[src/rtl/vic_pkg.sv]
package vic_pkg;
  localparam logic [11:0] A_IRQ_STAT  = 12'h000;
  localparam logic [11:0] A_FIQ_STAT  = 12'h004;
  localparam logic [11:0] A_RAW       = 12'h008;
  localparam logic [11:0] A_ROUTE     = 12'h00C;
  localparam logic [11:0] A_EN_SET    = 12'h010;
  localparam logic [11:0] A_EN_CLR    = 12'h014;
  localparam logic [11:0] A_SW_SET    = 12'h018;
  localparam logic [11:0] A_SW_CLR    = 12'h01C;
  localparam logic [11:0] A_VEC       = 12'h030;
  localparam logic [11:0] A_DEF       = 12'h034;
  localparam logic [3:0]  PAGE_SLOT_A = 4'h1;
  localparam logic [3:0]  PAGE_SLOT_C = 4'h2;
  localparam logic [7:0]  PAGE_ID     = 8'hFE;
endpackage

[src/rtl/vic_prio.sv]
module vic_prio #(
  parameter int NSRC  = 32,
  parameter int NSLOT = 16,
  parameter int SW    = $clog2(NSRC),
  parameter int LW    = $clog2(NSLOT + 2)
) (
  input  logic [NSLOT-1:0]         slot_en,
  input  logic [NSLOT-1:0][SW-1:0] slot_src,
  input  logic [NSRC-1:0]          irq_req,
  input  logic [LW-1:0]            cur_level,
  output logic                     irq_unmasked,
  output logic                     win_valid,
  output logic [LW-1:0]            win_slot,
  output logic                     dflt_valid
);
  logic [LW-1:0] lvl [NSRC];

  // Priority level of each source: its lowest-numbered enabled slot, else NSLOT.
  always_comb begin
    for (int s = 0; s < NSRC; s++) begin
      lvl[s] = LW'(NSLOT);
      for (int i = NSLOT - 1; i >= 0; i--)
        if (slot_en[i] && slot_src[i] == SW'(s)) lvl[s] = LW'(i);
    end
  end

  always_comb begin
    irq_unmasked = 1'b0;
    dflt_valid   = 1'b0;
    for (int s = 0; s < NSRC; s++) begin
      if (irq_req[s] && lvl[s] < cur_level) irq_unmasked = 1'b1;
      if (irq_req[s] && lvl[s] == LW'(NSLOT) && cur_level > LW'(NSLOT)) dflt_valid = 1'b1;
    end
  end

  always_comb begin
    win_valid = 1'b0;
    win_slot  = '0;
    for (int i = NSLOT - 1; i >= 0; i--)
      if (slot_en[i] && irq_req[slot_src[i]] && LW'(i) < cur_level) begin
        win_valid = 1'b1;
        win_slot  = LW'(i);
      end
  end
endmodule

[src/rtl/vic_nest.sv]
module vic_nest #(
  parameter int NSLOT = 16,
  parameter int LW    = $clog2(NSLOT + 2)
) (
  input  logic          clk,
  input  logic          rst,
  input  logic          push,
  input  logic [LW-1:0] push_lvl,
  input  logic          pop,
  output logic [LW-1:0] cur_level
);
  logic [NSLOT:0] in_svc;

  always_comb begin
    cur_level = LW'(NSLOT + 1);
    for (int i = NSLOT; i >= 0; i--)
      if (in_svc[i]) cur_level = LW'(i);
  end

  always_ff @(posedge clk) begin
    if (rst) in_svc <= '0;
    else begin
      logic [NSLOT:0] nxt;
      nxt = in_svc;
      if (pop && in_svc != '0) nxt[cur_level] = 1'b0;
      if (push) nxt[push_lvl] = 1'b1;
      in_svc <= nxt;
    end
  end


  push_order_chk: assert property (@(posedge clk) disable iff (rst)
    push |-> push_lvl < cur_level);

  pop_unwind_chk: assert property (@(posedge clk) disable iff (rst)
    (pop && !push && in_svc != '0) |=> $countones(in_svc) == $countones($past(in_svc)) - 1);

  empty_pop_chk: assert property (@(posedge clk) disable iff (rst)
    (pop && !push && in_svc == '0) |=> in_svc == '0);
endmodule

[src/rtl/irq_vector_ctrl.sv]
module irq_vector_ctrl #(
  parameter int          NSRC    = 32,
  parameter int          NSLOT   = 16,
  parameter logic [31:0] CELL_ID = 32'h0A05_3C21
) (
  input  logic        clk,
  input  logic        rst,
  input  logic [11:0] bus_addr,
  input  logic        bus_we,
  input  logic        bus_re,
  input  logic [31:0] bus_wdata,
  output logic [31:0] bus_rdata,
  input  logic [31:0] src_in,
  output logic        irq_o,
  output logic        fiq_o
);
  import vic_pkg::*;
  localparam int SW = $clog2(NSRC);
  localparam int LW = $clog2(NSLOT + 2);
  localparam int IW = $clog2(NSLOT);

  logic [NSRC-1:0] en_q, sw_q, sel_q, pending, irq_req, fiq_req;
  logic [31:0] def_q;
  logic [31:0] slot_addr [NSLOT];
  logic [NSLOT-1:0]         slot_en;
  logic [NSLOT-1:0][SW-1:0] slot_src;

  logic [LW-1:0] cur_level, win_slot, push_lvl;
  logic irq_unmasked, win_valid, dflt_valid, push, pop;
  logic slot_hit_a, slot_hit_c, id_hit;
  logic [IW-1:0] sidx;
  logic [31:0] vec_val, rd_nxt;

  assign pending = src_in[NSRC-1:0] | sw_q;
  assign irq_req = pending & en_q & ~sel_q;
  assign fiq_req = pending & en_q & sel_q;

  assign sidx       = bus_addr[2 +: IW];
  assign slot_hit_a = bus_addr[11:8] == PAGE_SLOT_A && int'(bus_addr[7:2]) < NSLOT && bus_addr[1:0] == 2'b00;
  assign slot_hit_c = bus_addr[11:8] == PAGE_SLOT_C && int'(bus_addr[7:2]) < NSLOT && bus_addr[1:0] == 2'b00;
  assign id_hit     = bus_addr[11:4] == PAGE_ID && bus_addr[1:0] == 2'b00;

  vic_prio #(.NSRC(NSRC), .NSLOT(NSLOT), .SW(SW), .LW(LW)) u_prio (
    .slot_en(slot_en), .slot_src(slot_src), .irq_req(irq_req), .cur_level(cur_level),
    .irq_unmasked(irq_unmasked), .win_valid(win_valid), .win_slot(win_slot),
    .dflt_valid(dflt_valid));

  assign push     = bus_re && bus_addr == A_VEC && (win_valid || dflt_valid);
  assign push_lvl = win_valid ? win_slot : LW'(NSLOT);
  assign pop      = bus_we && bus_addr == A_VEC;

  vic_nest #(.NSLOT(NSLOT), .LW(LW)) u_nest (
    .clk(clk), .rst(rst), .push(push), .push_lvl(push_lvl), .pop(pop),
    .cur_level(cur_level));

  assign vec_val = win_valid ? slot_addr[win_slot[IW-1:0]] : def_q;

  // Control and mask registers
  always_ff @(posedge clk) begin
    if (rst) begin
      en_q <= '0; sw_q <= '0; sel_q <= '0; def_q <= '0;
      slot_en <= '0; slot_src <= '0;
    end else if (bus_we) begin
      case (bus_addr)
        A_EN_SET: en_q  <= en_q | bus_wdata[NSRC-1:0];
        A_EN_CLR: en_q  <= en_q & ~bus_wdata[NSRC-1:0];
        A_SW_SET: sw_q  <= sw_q | bus_wdata[NSRC-1:0];
        A_SW_CLR: sw_q  <= sw_q & ~bus_wdata[NSRC-1:0];
        A_ROUTE:  sel_q <= bus_wdata[NSRC-1:0];
        A_DEF:    def_q <= bus_wdata;
        default: if (slot_hit_c) begin
          slot_en[sidx]  <= bus_wdata[5];
          slot_src[sidx] <= bus_wdata[SW-1:0];
        end
      endcase
    end
  end

  // Handler address storage, one write port, no reset
  always_ff @(posedge clk)
    if (bus_we && slot_hit_a) slot_addr[sidx] <= bus_wdata;

  always_comb begin
    rd_nxt = '0;
    case (bus_addr)
      A_IRQ_STAT: rd_nxt = 32'(irq_req);
      A_FIQ_STAT: rd_nxt = 32'(fiq_req);
      A_RAW:      rd_nxt = 32'(pending);
      A_ROUTE:    rd_nxt = 32'(sel_q);
      A_EN_SET:   rd_nxt = 32'(en_q);
      A_SW_SET:   rd_nxt = 32'(sw_q);
      A_VEC:      rd_nxt = vec_val;
      A_DEF:      rd_nxt = def_q;
      default: begin
        if (slot_hit_a) rd_nxt = slot_addr[sidx];
        if (slot_hit_c) rd_nxt = 32'({slot_en[sidx], slot_src[sidx]});
        if (id_hit)     rd_nxt = 32'(CELL_ID[8*bus_addr[3:2] +: 8]);
      end
    endcase
  end

  always_ff @(posedge clk) begin
    if (rst) begin
      bus_rdata <= '0; irq_o <= 1'b0; fiq_o <= 1'b0;
    end else begin
      if (bus_re) bus_rdata <= rd_nxt;
      irq_o <= irq_unmasked;
      fiq_o <= |fiq_req;
    end
  end


  en_clear_chk: assert property (@(posedge clk) disable iff (rst)
    (bus_we && bus_addr == A_EN_CLR) |=> (en_q & $past(bus_wdata[NSRC-1:0])) == '0);

  soft_set_chk: assert property (@(posedge clk) disable iff (rst)
    (bus_we && bus_addr == A_SW_SET) |=> (sw_q & $past(bus_wdata[NSRC-1:0])) == $past(bus_wdata[NSRC-1:0]));

  fiq_no_vec_chk: assert property (@(posedge clk) disable iff (rst)
    (win_valid) |-> !sel_q[slot_src[win_slot[IW-1:0]]]);
endmodule

[config.mk]
export PLATFORM = sky130hd
export DESIGN_NAME = irq_vector_ctrl
export DESIGN_NICKNAME = d
export VERILOG_FILES = /design/src/rtl/vic_pkg.sv /design/src/rtl/vic_prio.sv /design/src/rtl/vic_nest.sv /design/src/rtl/irq_vector_ctrl.sv
export SDC_FILE = /design/constraint.sdc
export NUM_CORES = 2
export LEC_CHECK = 0
export BUFFER_PORTS_ARGS = -buffer_cell sky130_fd_sc_hd__clkbuf_2
export CAP_MARGIN = 20
export CORE_ASPECT_RATIO = 1.25
export CORE_MARGIN = 1
export CORE_UTILIZATION = 60
export CTS_BUF_LIST = sky130_fd_sc_hd__clkbuf_8
export DETAILED_ROUTE_END_ITERATION = 6
export PLACE_DENSITY_LB_ADDON = 0.15
export SETUP_SLACK_MARGIN = 0.15
export SYNTH_ARGS = -nofsm -noshare
export SYNTH_HDL_FRONTEND = slang
export SYNTH_SLANG_ARGS = --single-unit
[constraint.sdc]
create_clock -name clk -period 5.3 [get_ports clk]
set_input_delay 0.53 -clock clk [delete_from_list [all_inputs] [get_ports clk]]
set_output_delay 0.53 -clock clk [all_outputs]
set_load 0.005 [all_outputs]
==> results.sh, run 1 <==
export IMPL_synth_edf_count=512
export IMPL_error_message="[ERROR GRT-0116] Global routing finished with congestion. Check the congestion regions in the DRC Viewer."
export IMPL_htreeDepth=3
export IMPL_synth_area_leader_cell="edfxtp_1"
export IMPL_synth_seq_cells=787
export IMPL_synth_fp_nets=6338
export IMPL_status="did not finish"
export IMPL_syn_area_per_cell_um2=9.09
export IMPL_syn_inst=6126
export IMPL_io_pins=114
export IMPL_synth_top_area_share=0.276
export IMPL_cts_buffer_depth=3
export IMPL_synth_area_leaders="edfxtp_1, dfxtp_1, mux4_2"
export IMPL_synth_ff_type="edfxtp_1"
export IMPL_synth_warning_count=0
export IMPL_dp_cells=7678
export IMPL_track_usage=0.954
export IMPL_seq_area_frac_synth=0.375
export IMPL_lastStage="global routing"
export IMPL_start_util=0.608
export IMPL_port_buffers=113
export IMPL_grt_pass1_wl_um=659000
export IMPL_row_count=124
export IMPL_syn_area_um2=55700
export IMPL_ys_types=105
export IMPL_fp_dieH_um=343
export IMPL_gp_congestion=1.31
export IMPL_grt_pass1_vias=78633
export IMPL_grt_overflow_total=3914
export IMPL_grt_max_degree=169
export IMPL_postPlaceCellArea_um2=62000
export IMPL_cts_num_sinks=787
export IMPL_place_hpwl_um=255000
export IMPL_clockRootBuffer="clkbuf_8"
export IMPL_cts_buffers=105
export IMPL_async_flop_share=0
export IMPL_fp_dieW_um=275
repair_timing:
action,CTS
pin swaps,2
endpoints found under the hold margin,0
setup buffers,5
hold buffers,0
cloned,0
endpoints found under the setup margin,31
gates resized for setup,12
logic make-up after synthesis:
| group | after synthesis | share of synthesized area |
|---|---|---|
| simple gates | 2263 | 0.196 |
| flops | 787 | 0.375 |
| compound gates | 1834 | 0.211 |
| buf+inv | 570 | 0.0421 |
| fa+ha+maj | 132 | 0.0296 |
| mux | 540 | 0.147 |
through the flow:
stage,hold slack (ns),setup slack [ns],setup TNS (ns)
2_1_floorplan,0.441,0.176,0
3_5_place_dp,0.470,-0.247,-2.49
3_3_place_gp,0.454,-0.0156,-0.0156
4_1_cts,0.272,0.124,0
per-layer routing:
| metal | track usage | overflow |
|---|---|---|
| met5 | 0.628 | 43 |
| met4 | 0.989 | 1018 |
| met3 | 0.846 | 223 |
| met2 | 1.09 | 2448 |
| met1 | 0.920 | 182 |
synth_stat cells, types with 45 or more instances:
| library cell | instances |
|---|---|
| nand4_1 | 78 |
| and2_1 | 50 |
| nor2_1 | 522 |
| nand3_1 | 137 |
| mux2i_1 | 305 |
| mux4_2 | 220 |
| nor2b_1 | 100 |
| nand2_1 | 768 |
| edfxtp_1 | 512 |
| nor3_1 | 212 |
| nand2b_1 | 105 |
| nor4_1 | 45 |
| a31oi_1 | 57 |
| o211ai_1 | 69 |
| ha_1 | 132 |
| inv_1 | 84 |
| clkbuf_1 | 372 |
| o21ai_0 | 417 |
| dfxtp_1 | 275 |
| a21oi_1 | 493 |
| a211oi_1 | 152 |
| o22ai_1 | 132 |
| a221oi_1 | 47 |
==> inputs of run 2 (changes only) <==
Settings changed: CORE_ASPECT_RATIO 1.25 to not set, CORE_UTILIZATION 60 to 40, CTS_BUF_LIST sky130_fd_sc_hd__clkbuf_8 to not set, SETUP_SLACK_MARGIN 0.15 to not set.
Clock period 5.3 ns to 6.9 ns, I/O delays scaled along.
==> run 2 against run 1 <==
Net effect:
- the flow now finishes, with violations (design-rule violations, max-capacitance violations)
- area after synthesis is the same
- synthesized cell count unchanged
==> results.sh, run 2 <==
export IMPL_p_leak_nw=20.7
export IMPL_status="finished, violations left"
export IMPL_synth_top_area_share=0.276
export IMPL_postCtsSetupBuffers=0
export IMPL_final_common_cell="nand2_1"
export IMPL_max_freq_ghz=0.162
export IMPL_fin_crit_ns=6.17
export IMPL_row_count=136
export IMPL_critPathCaptureType="flop"
export IMPL_critPathMaxStageDelay_ns=1.11
export IMPL_timing_hold_ws_ns=0.456
export IMPL_stdcell_area_um2=63000
export IMPL_cts_buffers=81
export IMPL_wl_per_cell_um=43.8
export IMPL_met1_length_um=122000
export IMPL_syn_inst=6126
export IMPL_syn_area_um2=55700
export IMPL_vias=59758
export IMPL_track_usage=0.494
export IMPL_reg_top3="slot_addr (512), slot_src (80)"
export IMPL_power_density_nw_per_um2=161
export IMPL_fill_cells=13427
export IMPL_min_from="sel_q[16]$_SDFFE_PP0P_"
export IMPL_place_hpwl_um=261000
export IMPL_path_common_cell="buf_4"
export IMPL_crit_path_cell_trace="nand2b_1 > nor2_1 > a2111oi_0 > o311a_1 > o311ai_0 > a2111oi_1 > buf_4 > nor4_2 > o31a_2 > buf_12 > buf_4 > mux2i_1 > o22ai_1 > a211oi_1 > o21bai_1"
export IMPL_grt_pass1_wl_um=477000
export IMPL_rsz0062_at_grt="false"
export IMPL_cp_required_ns=7.44
export IMPL_syn_area_per_cell_um2=9.09
export IMPL_layout_setup_ws_ns=0.732
export IMPL_largest_reg_flops=512
export IMPL_path_clk_slew_ns=0.07
export IMPL_gp_congestion=1.14
export IMPL_cp_buffers_inverters=3
export IMPL_ys_types=105
export IMPL_tritoncts="built"
export IMPL_skew_ns=0.0536
export IMPL_final_cell_mix="nand2_1, edfxtp_1, nor2_1, a21oi_1, o21ai_0"
export IMPL_clk_latency_ns=0.70
export IMPL_synth_warning_count=0
export IMPL_drt_wl_total_um=356000
export IMPL_highest_layer="met5"
export IMPL_start_kind="flop"
export IMPL_ctsResizeCount=0
export IMPL_cts_buffer_depth=3
export IMPL_htreeDepth=3
export IMPL_start_util=0.404
export IMPL_hold_path_class="reg -> reg"
export IMPL_die_area_um2=141000
export IMPL_grt_pass1_vias=55547
export IMPL_setup_viol=0
export IMPL_synth_area_leaders="edfxtp_1, dfxtp_1, mux4_2"
export IMPL_async_flop_share=0
export IMPL_hold_viol=0
export IMPL_critPathTopFamily="compound AO/OA/AOI/OAI gates"
export IMPL_syn_to_final_growth_pct=13.0
export IMPL_drt_iter0_drc=10067
export IMPL_viasPerCell=7.36
export IMPL_antenna_found_initial=40
export IMPL_max_flop_register="slot_addr"
export IMPL_ctsHoldBuffers=0
export IMPL_synth_common_cells="nand2_1, nor2_1, edfxtp_1"
export IMPL_layoutNonFillerInstCount=8124
export IMPL_route_met2_wl_um=151000
export IMPL_r2r_setup_slack_ns=0.73
export IMPL_irDropWorstVdd_mv=0.258
export IMPL_maxCapViolCount=1
export IMPL_crit_slowest_cell="nor2_1"
export IMPL_grt_max_degree=171
export IMPL_drtAntennaViolNets=0
export IMPL_firstDrtPassIters=7
export IMPL_fin_setup_tns_ns=0
export IMPL_critPathArrivalTime_ns=6.70
export IMPL_fp_dieW_um=375
export IMPL_seq_area_frac_synth=0.375
export IMPL_coreArea_um2=138000
export IMPL_crit_fanout=34
export IMPL_cts_num_sinks=787
export IMPL_io_pins=114
export IMPL_synth_area_leader_cell="edfxtp_1"
export IMPL_post_route_drc_count=30
export IMPL_slew_headroom=0.0130
export IMPL_fp_dieH_um=375
export IMPL_period_share=0.894
export IMPL_postPlaceCellArea_um2=60100
export IMPL_synth_ff_type="edfxtp_1"
export IMPL_synth_edf_count=512
export IMPL_critPathKind="reg -> reg"
export IMPL_synthMostInstantiatedCell="nand2_1"
export IMPL_dp_cells=7950
export IMPL_synth_fp_nets=6338
export IMPL_port_buffers=113
export IMPL_clockRootBuffer="clkbuf_16"
export IMPL_grt_overflow_total=0
export IMPL_worst_pin_slew_ns=1.48
export IMPL_drive_above_1_share=0.160
export IMPL_synth_seq_cells=787
export IMPL_violations="design-rule violations, max-capacitance violations"
export IMPL_dp_slack_ns=0.910
export IMPL_slew_viol_final=0
export IMPL_layout_nets=6460
export IMPL_wl_met3_um=41900
[run 2: cell counts after synthesis]
No cell type changed its count.
[run 2: path summary, 6_finish.rpt]
path | to | cells after the start
worst min register to register | sel_q[16]$_SDFFE_PP0P_ | 2
worst min-delay path | sel_q[16]$_SDFFE_PP0P_ | 2
worst max-delay path | bus_rdata[27]$_SDFFE_PP0P_ | 15
worst max register to register | bus_rdata[27]$_SDFFE_PP0P_ | 15
[run 2: cells by family after synthesis]
family	count (synthesis)	synth area share
and+or+nand+nor	2263	0.196
AOI/OAI and AO/OA	1834	0.211
DFF	787	0.375
buffers and inverters	570	0.0421
muxes	540	0.147
adders and majority gates	132	0.0296
[run 2: stage by stage]
step                       util  power (mW)
after floorplan               -        5.37
after global placement    0.435        5.63
after detailed placement  0.436        5.63
after CTS                 0.456        10.1
after global routing      0.457        10.3
final                     0.457        10.1
[run 2: routing by layer]
metal | GRT usage | vias to the layer above
li1 | - | 23824
met1 | 0.566 | 29188
met2 | 0.738 | 5104
met3 | 0.152 | 1612
met4 | 0.451 | 30
met5 | 0 | -
[run 2: power breakdown]
| part | switching, mW | internal, mW |
|---|---|---|
| Sequential | 0.0139 | 5.02 |
| Combinational | 0.356 | 0.164 |
| Clock | 2.01 | 2.55 |
| Total | 2.38 | 7.73 |
[run 2: tightest hold or removal path, stage by stage (launching register included)]
cell and delay, ns:
dfxtp_1 0.31, nand2_1 0.05, a21oi_1 0.05
[run 2: final cells by class]
type / instances / area, µm² / area share
flip-flops and latches: 787 / 20900 / 0.332
multi-input cells: 4769 / 32800 / 0.520
clock buffers: 103 / 2160 / 0.0343
well taps: 1794 / 2240 / 0.0357
clock inverters: 47 / 546 / 0.00867
inverters: 90 / 338 / 0.00537
repair buffers: 519 / 3980 / 0.0632
diodes: 15 / 37.5 / 0.000596
(Power assumes the default switching activity.)
